$ cat config.mk
export PLATFORM = sky130hd
export DESIGN_NAME = wnarrow_unit
export DESIGN_NICKNAME = d
export VERILOG_FILES = /design/src/rtl/wn_pkg.sv /design/src/rtl/wn_decode.sv /design/src/rtl/wn_lane_conv.sv /design/src/rtl/wn_lane_merge.sv /design/src/rtl/wnarrow_unit.sv
export SDC_FILE = /design/constraint.sdc
export NUM_CORES = 1
export LEC_CHECK = 0
export ABC_AREA = 1
export CORE_AREA = 2 2 636 638
export DETAILED_ROUTE_END_ITERATION = 6
export DIE_AREA = 0 0 638 640
export PLACE_DENSITY = 0.3
export SYNTH_ARGS = -nofsm -noshare
export SYNTH_HDL_FRONTEND = slang
export SYNTH_HIERARCHICAL = 1
export SYNTH_SLANG_ARGS = --single-unit
$ cat constraint.sdc
create_clock -name clk -period 0.8 [get_ports clk]
set_clock_uncertainty 0.1 [all_clocks]
set_input_delay 0.24 -clock clk [delete_from_list [all_inputs] [get_ports clk]]
set_output_delay 0.24 -clock clk [all_outputs]
set_load 0.02 [all_outputs]
$ cat src/rtl/wn_pkg.sv
package wn_pkg;
  localparam int WORD_W = 16;
  localparam int BYTE_W = 8;

  typedef enum logic [7:0] {
    MODE_TRUNC = 8'h30,
    MODE_SSAT  = 8'h20,
    MODE_USAT  = 8'h10
  } mode_e;

  typedef enum logic [1:0] {
    LEN_Q   = 2'd0,
    LEN_H   = 2'd1,
    LEN_F   = 2'd2,
    LEN_BAD = 2'd3
  } len_e;

  typedef enum logic [1:0] {
    CV_TRUNC = 2'd0,
    CV_SSAT  = 2'd1,
    CV_USAT  = 2'd2
  } cv_e;
endpackage

$ cat src/rtl/wn_decode.sv
module wn_decode
  import wn_pkg::*;
#(
  parameter int NLANES = 32,
  parameter int RSVD_W = 4
) (
  input  logic [7:0]        mode_code,
  input  logic [1:0]        len_sel,
  input  logic [RSVD_W-1:0] rsvd_field,
  output cv_e               cv_kind,
  output logic [NLANES-1:0] lane_on,
  output logic              fault
);
  localparam int CNT_W     = $clog2(NLANES) + 1;
  localparam int MIN_LANES = NLANES / 4;

  logic [CNT_W-1:0] lane_cnt;
  logic             len_ok;
  logic             mode_ok;

  always_comb begin
    len_ok   = 1'b1;
    lane_cnt = '0;
    case (len_sel)
      LEN_Q:   lane_cnt = CNT_W'(MIN_LANES);
      LEN_H:   lane_cnt = CNT_W'(MIN_LANES * 2);
      LEN_F:   lane_cnt = CNT_W'(MIN_LANES * 4);
      default: len_ok   = 1'b0;
    endcase
  end

  always_comb begin
    mode_ok = 1'b1;
    cv_kind = CV_TRUNC;
    case (mode_code)
      MODE_TRUNC: cv_kind = CV_TRUNC;
      MODE_SSAT:  cv_kind = CV_SSAT;
      MODE_USAT:  cv_kind = CV_USAT;
      default:    mode_ok = 1'b0;
    endcase
  end

  assign fault = !len_ok || !mode_ok || (rsvd_field != {RSVD_W{1'b1}});

  for (genvar j = 0; j < NLANES; j++) begin : g_on
    assign lane_on[j] = !fault && (CNT_W'(j) < lane_cnt);
  end
endmodule

$ cat src/rtl/wn_lane_conv.sv
module wn_lane_conv
  import wn_pkg::*;
#(
  parameter int IN_W  = 16,
  parameter int OUT_W = 8
) (
  input  logic [IN_W-1:0]  word_i,
  input  cv_e              cv_kind,
  output logic [OUT_W-1:0] byte_o
);
  logic [IN_W-OUT_W:0]   sign_run;
  logic [IN_W-OUT_W-1:0] high_part;
  logic                  s_fits;

  assign sign_run  = word_i[IN_W-1:OUT_W-1];
  assign high_part = word_i[IN_W-1:OUT_W];
  assign s_fits    = (&sign_run) || !(|sign_run);

  always_comb begin
    byte_o = word_i[OUT_W-1:0];
    case (cv_kind)
      CV_SSAT: begin
        if (!s_fits)
          byte_o = word_i[IN_W-1] ? {1'b1, {(OUT_W-1){1'b0}}}
                                  : {1'b0, {(OUT_W-1){1'b1}}};
      end
      CV_USAT: begin
        if (|high_part) byte_o = {OUT_W{1'b1}};
      end
      default: byte_o = word_i[OUT_W-1:0];
    endcase
  end
endmodule

$ cat src/rtl/wn_lane_merge.sv
module wn_lane_merge #(
  parameter int BW = 8
) (
  input  logic [BW-1:0] conv_byte,
  input  logic [BW-1:0] old_byte,
  input  logic          lane_on,
  input  logic          sel,
  input  logic          mask_en,
  input  logic          zero_mask,
  output logic [BW-1:0] reg_byte,
  output logic [BW-1:0] mem_byte,
  output logic          mem_en
);
  logic take;

  assign take = lane_on && (!mask_en || sel);

  always_comb begin
    if (!lane_on)       reg_byte = '0;
    else if (take)      reg_byte = conv_byte;
    else if (zero_mask) reg_byte = '0;
    else                reg_byte = old_byte;
  end

  assign mem_en   = take;
  assign mem_byte = lane_on ? conv_byte : '0;
endmodule

$ cat src/rtl/wnarrow_unit.sv
module wnarrow_unit
  import wn_pkg::*;
#(
  parameter int SRC_W  = 512,
  parameter int RSVD_W = 4
) (
  input  logic                         clk,
  input  logic                         rst_n,
  input  logic                         in_valid,
  input  logic [SRC_W-1:0]             src_vec,
  input  logic [SRC_W/2-1:0]           old_dst,
  input  logic [SRC_W/WORD_W-1:0]      lane_mask,
  input  logic                         mask_en,
  input  logic                         zero_mask,
  input  logic [7:0]                   mode_code,
  input  logic [1:0]                   len_sel,
  input  logic                         dst_mem,
  input  logic [RSVD_W-1:0]            rsvd_field,
  output logic                         out_valid,
  output logic [SRC_W-1:0]             reg_result,
  output logic [SRC_W/2-1:0]           mem_data,
  output logic [SRC_W/WORD_W-1:0]      mem_byte_en,
  output logic                         fault
);
  localparam int NLANES = SRC_W / WORD_W;
  localparam int OUT_W  = NLANES * BYTE_W;

  cv_e               cv_kind;
  logic [NLANES-1:0] lane_on;
  logic              fault_c;
  logic [OUT_W-1:0]  reg_bytes;
  logic [OUT_W-1:0]  mem_bytes;
  logic [NLANES-1:0] en_c;

  wn_decode #(.NLANES(NLANES), .RSVD_W(RSVD_W)) u_dec (
    .mode_code  (mode_code),
    .len_sel    (len_sel),
    .rsvd_field (rsvd_field),
    .cv_kind    (cv_kind),
    .lane_on    (lane_on),
    .fault      (fault_c)
  );

  for (genvar j = 0; j < NLANES; j++) begin : g_lane
    logic [BYTE_W-1:0] conv_b;

    wn_lane_conv #(.IN_W(WORD_W), .OUT_W(BYTE_W)) u_conv (
      .word_i  (src_vec[j*WORD_W +: WORD_W]),
      .cv_kind (cv_kind),
      .byte_o  (conv_b)
    );

    wn_lane_merge #(.BW(BYTE_W)) u_merge (
      .conv_byte (conv_b),
      .old_byte  (old_dst[j*BYTE_W +: BYTE_W]),
      .lane_on   (lane_on[j]),
      .sel       (lane_mask[j]),
      .mask_en   (mask_en),
      .zero_mask (zero_mask),
      .reg_byte  (reg_bytes[j*BYTE_W +: BYTE_W]),
      .mem_byte  (mem_bytes[j*BYTE_W +: BYTE_W]),
      .mem_en    (en_c[j])
    );
  end

  // next-state
  logic              valid_d;
  logic [SRC_W-1:0]  reg_d;
  logic [OUT_W-1:0]  mem_d;
  logic [NLANES-1:0] en_d;
  logic              fault_d;
  logic              reg_we;
  logic              mem_we;

  assign reg_we = in_valid && !fault_c && !dst_mem;
  assign mem_we = in_valid && !fault_c && dst_mem;

  always_comb begin
    valid_d = in_valid;
    reg_d   = reg_result;
    mem_d   = mem_data;
    en_d    = mem_byte_en;
    fault_d = fault;
    if (in_valid) begin
      fault_d = fault_c;
      en_d    = mem_we ? en_c : '0;
    end
    if (reg_we) begin
      reg_d            = '0;
      reg_d[OUT_W-1:0] = reg_bytes;
    end
    if (mem_we) mem_d = mem_bytes;
  end

  // registers
  always_ff @(posedge clk or negedge rst_n) begin
    if (!rst_n) begin
      out_valid   <= 1'b0;
      reg_result  <= '0;
      mem_data    <= '0;
      mem_byte_en <= '0;
      fault       <= 1'b0;
    end else begin
      out_valid <= valid_d;
      if (in_valid) begin
        reg_result  <= reg_d;
        mem_data    <= mem_d;
        mem_byte_en <= en_d;
        fault       <= fault_d;
      end
    end
  end
endmodule

==> out/results.txt <==
Hold endpoint - mem_data[117]
CTS Buf Count - 93
Commonest non-fill, non-tap cells in the layout - nand2_1, nor2_1, buf_4
Initial core utilization - 11.1%
Cells along the critical path - buf_6, inv_4, nand2_4, nor2_4, nand2_2, nor2_4, buf_12, buf_16, buf_12, inv_6, ha_4, buf_6, a21oi_2, a22oi_2, inv_1, nand2_1, nand2_1, nor2_1, nand4_1, nand2_1
Number of synthesized flops with an enable pin - 0
CP Class - in -> reg
Endpoints failing setup - 1633
Min-delay worst type - in -> reg
Worst Hold Launch - dst_mem
First-pass DRT Iterations - 6
Die X - 638 µm
Post-layout power - 90.5 mW
Total die area - 408000 µm²
Worst R2R End - reg_result[182]
Post-synthesis cell type count - 22
Worst Hold Depth - 3
Total congestion overflow - 0
Post-synth top flop - dfrtp_1
P_leak - 38.7 nW
Core Region - 401000 µm²
Flops & latches, synth - 546
Post-Syn Instances - 7345
CP max stage delay - 0.31 ns
Initial DRC count - 3461
Cell Area, Synth - 44700 µm²
Startpoint types - primary input
Final setup TNS - -1308.80 ns
Final worst slack - -1.17 ns
Status - complete, but fails checks
Worst-margin pin slew - 1.02 ns
Count of final hold-check violations - 39
First-pass GRT wire length - 459000 µm
Largest net degree at the start of global routing - 59
ANT nets after route - 0
Port bufs - 1365
Most common cell on crit path - nand2_1
Hold slack - -0.314 ns
Vias in the first global route - 55.7k
Clk Latency, worst-skew pair - 0.82 ns
Ys async rst share - 100%
Clock Sinks - 546
Row count - 233
Power per cell area - 1120 nW/µm²
Multi-input gate area - 27600 µm²
Crit path max fanout - 5
Register Area - 13700 µm²
CTS tree - done
Clk slew on worst S/H paths - 0.06 ns
Critical path arrival - 2.57 ns
Routability cong. - 0.851
Tot GR Track Use - 15.9%
NumNets Final - 10.3k
Detailed Route WL - 340000 µm
WP data required - 1.40 ns
Crit path max-delay cell type - ha_4
Critical Path Sink Type - flop
Root Buffer Master - clkbuf_16
Number of vias per cell - 3.78
Synth Warn # - 6
RSZ-0062 raised after global routing - true
Max-slew headroom - 32.1%
Max-Cap Viols - 0
DRC - 0
Ports - 1622
Fmax - 508 MHz
Reg-to-reg slack, setup - -0.11 ns
Fillers - 45.1k
Die height - 640 µm
Post-DP HPWL - 267000 µm
Share of cells above drive strength 1 - 25.9%
Number of antenna violations at the first check in global routing - 88
DR WL/cell - 23.0 µm
H-tree levels - 3
Vias - 55.9k
Period utilization - 246%
Synth Area per Inst - 6.09 µm²
Min Tclk post-route - 1.97 ns
Longest Clk Path Bufs - 4
Failing checks - negative hold slack, negative setup slack
Cells on worst reg2reg path - 3
Peak VDD IR - 1610 µV
Commonest non-fill, non-tap cell in the layout - nand2_1
Max Slew Vio Count - 0
Sequential fraction of the synthesis area - 30.5%
Launch point of the worst reg-to-reg path - reg_result[182]
Area Overhead vs Synth - 80.8%
==> synth_stat cells (2+ instances only) <==
library cell / n / area (µm²)
nand3_2: 32 / 320
nand4_1: 512 / 3200
a21oi_1: 512 / 2560
nand2_1: 2823 / 10600
buf_4: 317 / 2380
nand3b_1: 32 / 240
inv_2: 2 / 7.51
nand3_1: 259 / 1300
buf_6: 32 / 360
nor2_1: 936 / 3510
buf_1: 48 / 180
buf_2: 224 / 1120
nor2_4: 64 / 721
nor2_2: 2 / 12.5
inv_1: 779 / 2920
ha_1: 67 / 838
a22oi_1: 32 / 240
clkbuf_1: 91 / 342
nand2_2: 33 / 206
dfrtp_1: 546 / 13700
==> metrics by stage <==
stage,instances,util [%],setup WS (ns),area (µm²)
2_1_floorplan,7600,-,-1.80,46500
6_report,14763,20.2,-1.17,80900
3_5_place_dp,14424,18.1,-2.84,72500
4_1_cts,14703,19.7,-1.12,79000
5_1_grt,14758,20.2,-1.19,80900
3_3_place_gp,14424,18.1,-2.86,72500
==> what timing repair did <==
item                                    4_1_cts  5_1_grt
endpoints found under the setup margin     1091     1633
endpoints found under the hold margin       676       71
setup buffers                               103       57
hold buffers                                  8        1
pin swaps                                   192      208
gates resized for setup                    1452      389
cloned                                       21        1
==> flip-flops by register name, summed over array words and instances (netlist names) <==
register     flops
fault            1
mem_byte_en     32
mem_data       256
out_valid        1
reg_result     256
==> kinds of logic (layout without fill, tap and decap cells) <==
family                     Yosys count  after routing  share of synthesized area [%]
buffers and inverters             1493           3356                           16.3
and+or+nand+nor                   4694           4694                           45.0
other                                1            269                        0.00838
AOI/OAI and AO/OA                  544            544                           6.26
adders and majority gates           67             67                           1.87
DFF                                546            546                           30.5
==> power breakdown <==
part	switching, mW	internal (mW)
Clock	17.4	28.3
Combinational	9.54	7.54
Sequential	0.00115	27.6
==> critical path, delay by kind of cell <==
kind	cells	cell delay, ns
buf+inv	8	0.90
simple gates	9	0.73
fa+ha+maj	1	0.31
compound gates	2	0.28
==> how the worst max path moves through the flow <==
| stage | from | endpoint | slack, ns | cells after the start |
|---|---|---|---|---|
| after CTS | reg_result[91] | reg_result[91] | -1.12 | 1 |
| after global placement | mode_code[3] | reg_result[160] | -2.86 | 16 |
| after floorplan | mode_code[3] | reg_result[135] | -1.80 | 16 |
| final | mode_code[0] | reg_result[127] | -1.17 | 20 |
| after detailed placement | mode_code[3] | reg_result[160] | -2.84 | 16 |
| after global routing | mode_code[0] | mem_data[249] | -1.19 | 20 |
==> routing by layer <==
| metal | GRT usage [%] | part of all wire, % | vias to the layer above | routed length (µm) |
|---|---|---|---|---|
| li1 | - | - | 26655 | - |
| met1 | 19.2 | 42 | 27210 | 141000 |
| met2 | 29.1 | 51 | 1579 | 174000 |
| met3 | 2.63 | 4.6 | 379 | 15700 |
| met4 | 3.52 | 2.6 | 34 | 8780 |
| met5 | 0 | 0.068 | - | 231 |
==> final cells by class <==
class | count | share of cell area, %
Tap cell | 5287 | 8.18
Inverter | 781 | 4.06
Clock buffer | 126 | 3.33
Timing Repair Buffer | 2408 | 32.5
Antenna cell | 13 | 0.0402
Sequential cell | 546 | 16.9
Clock inverter | 41 | 0.804
Multi-Input combinational cell | 5561 | 34.2
No activity file was read; power rests on OpenSTA's default activity.
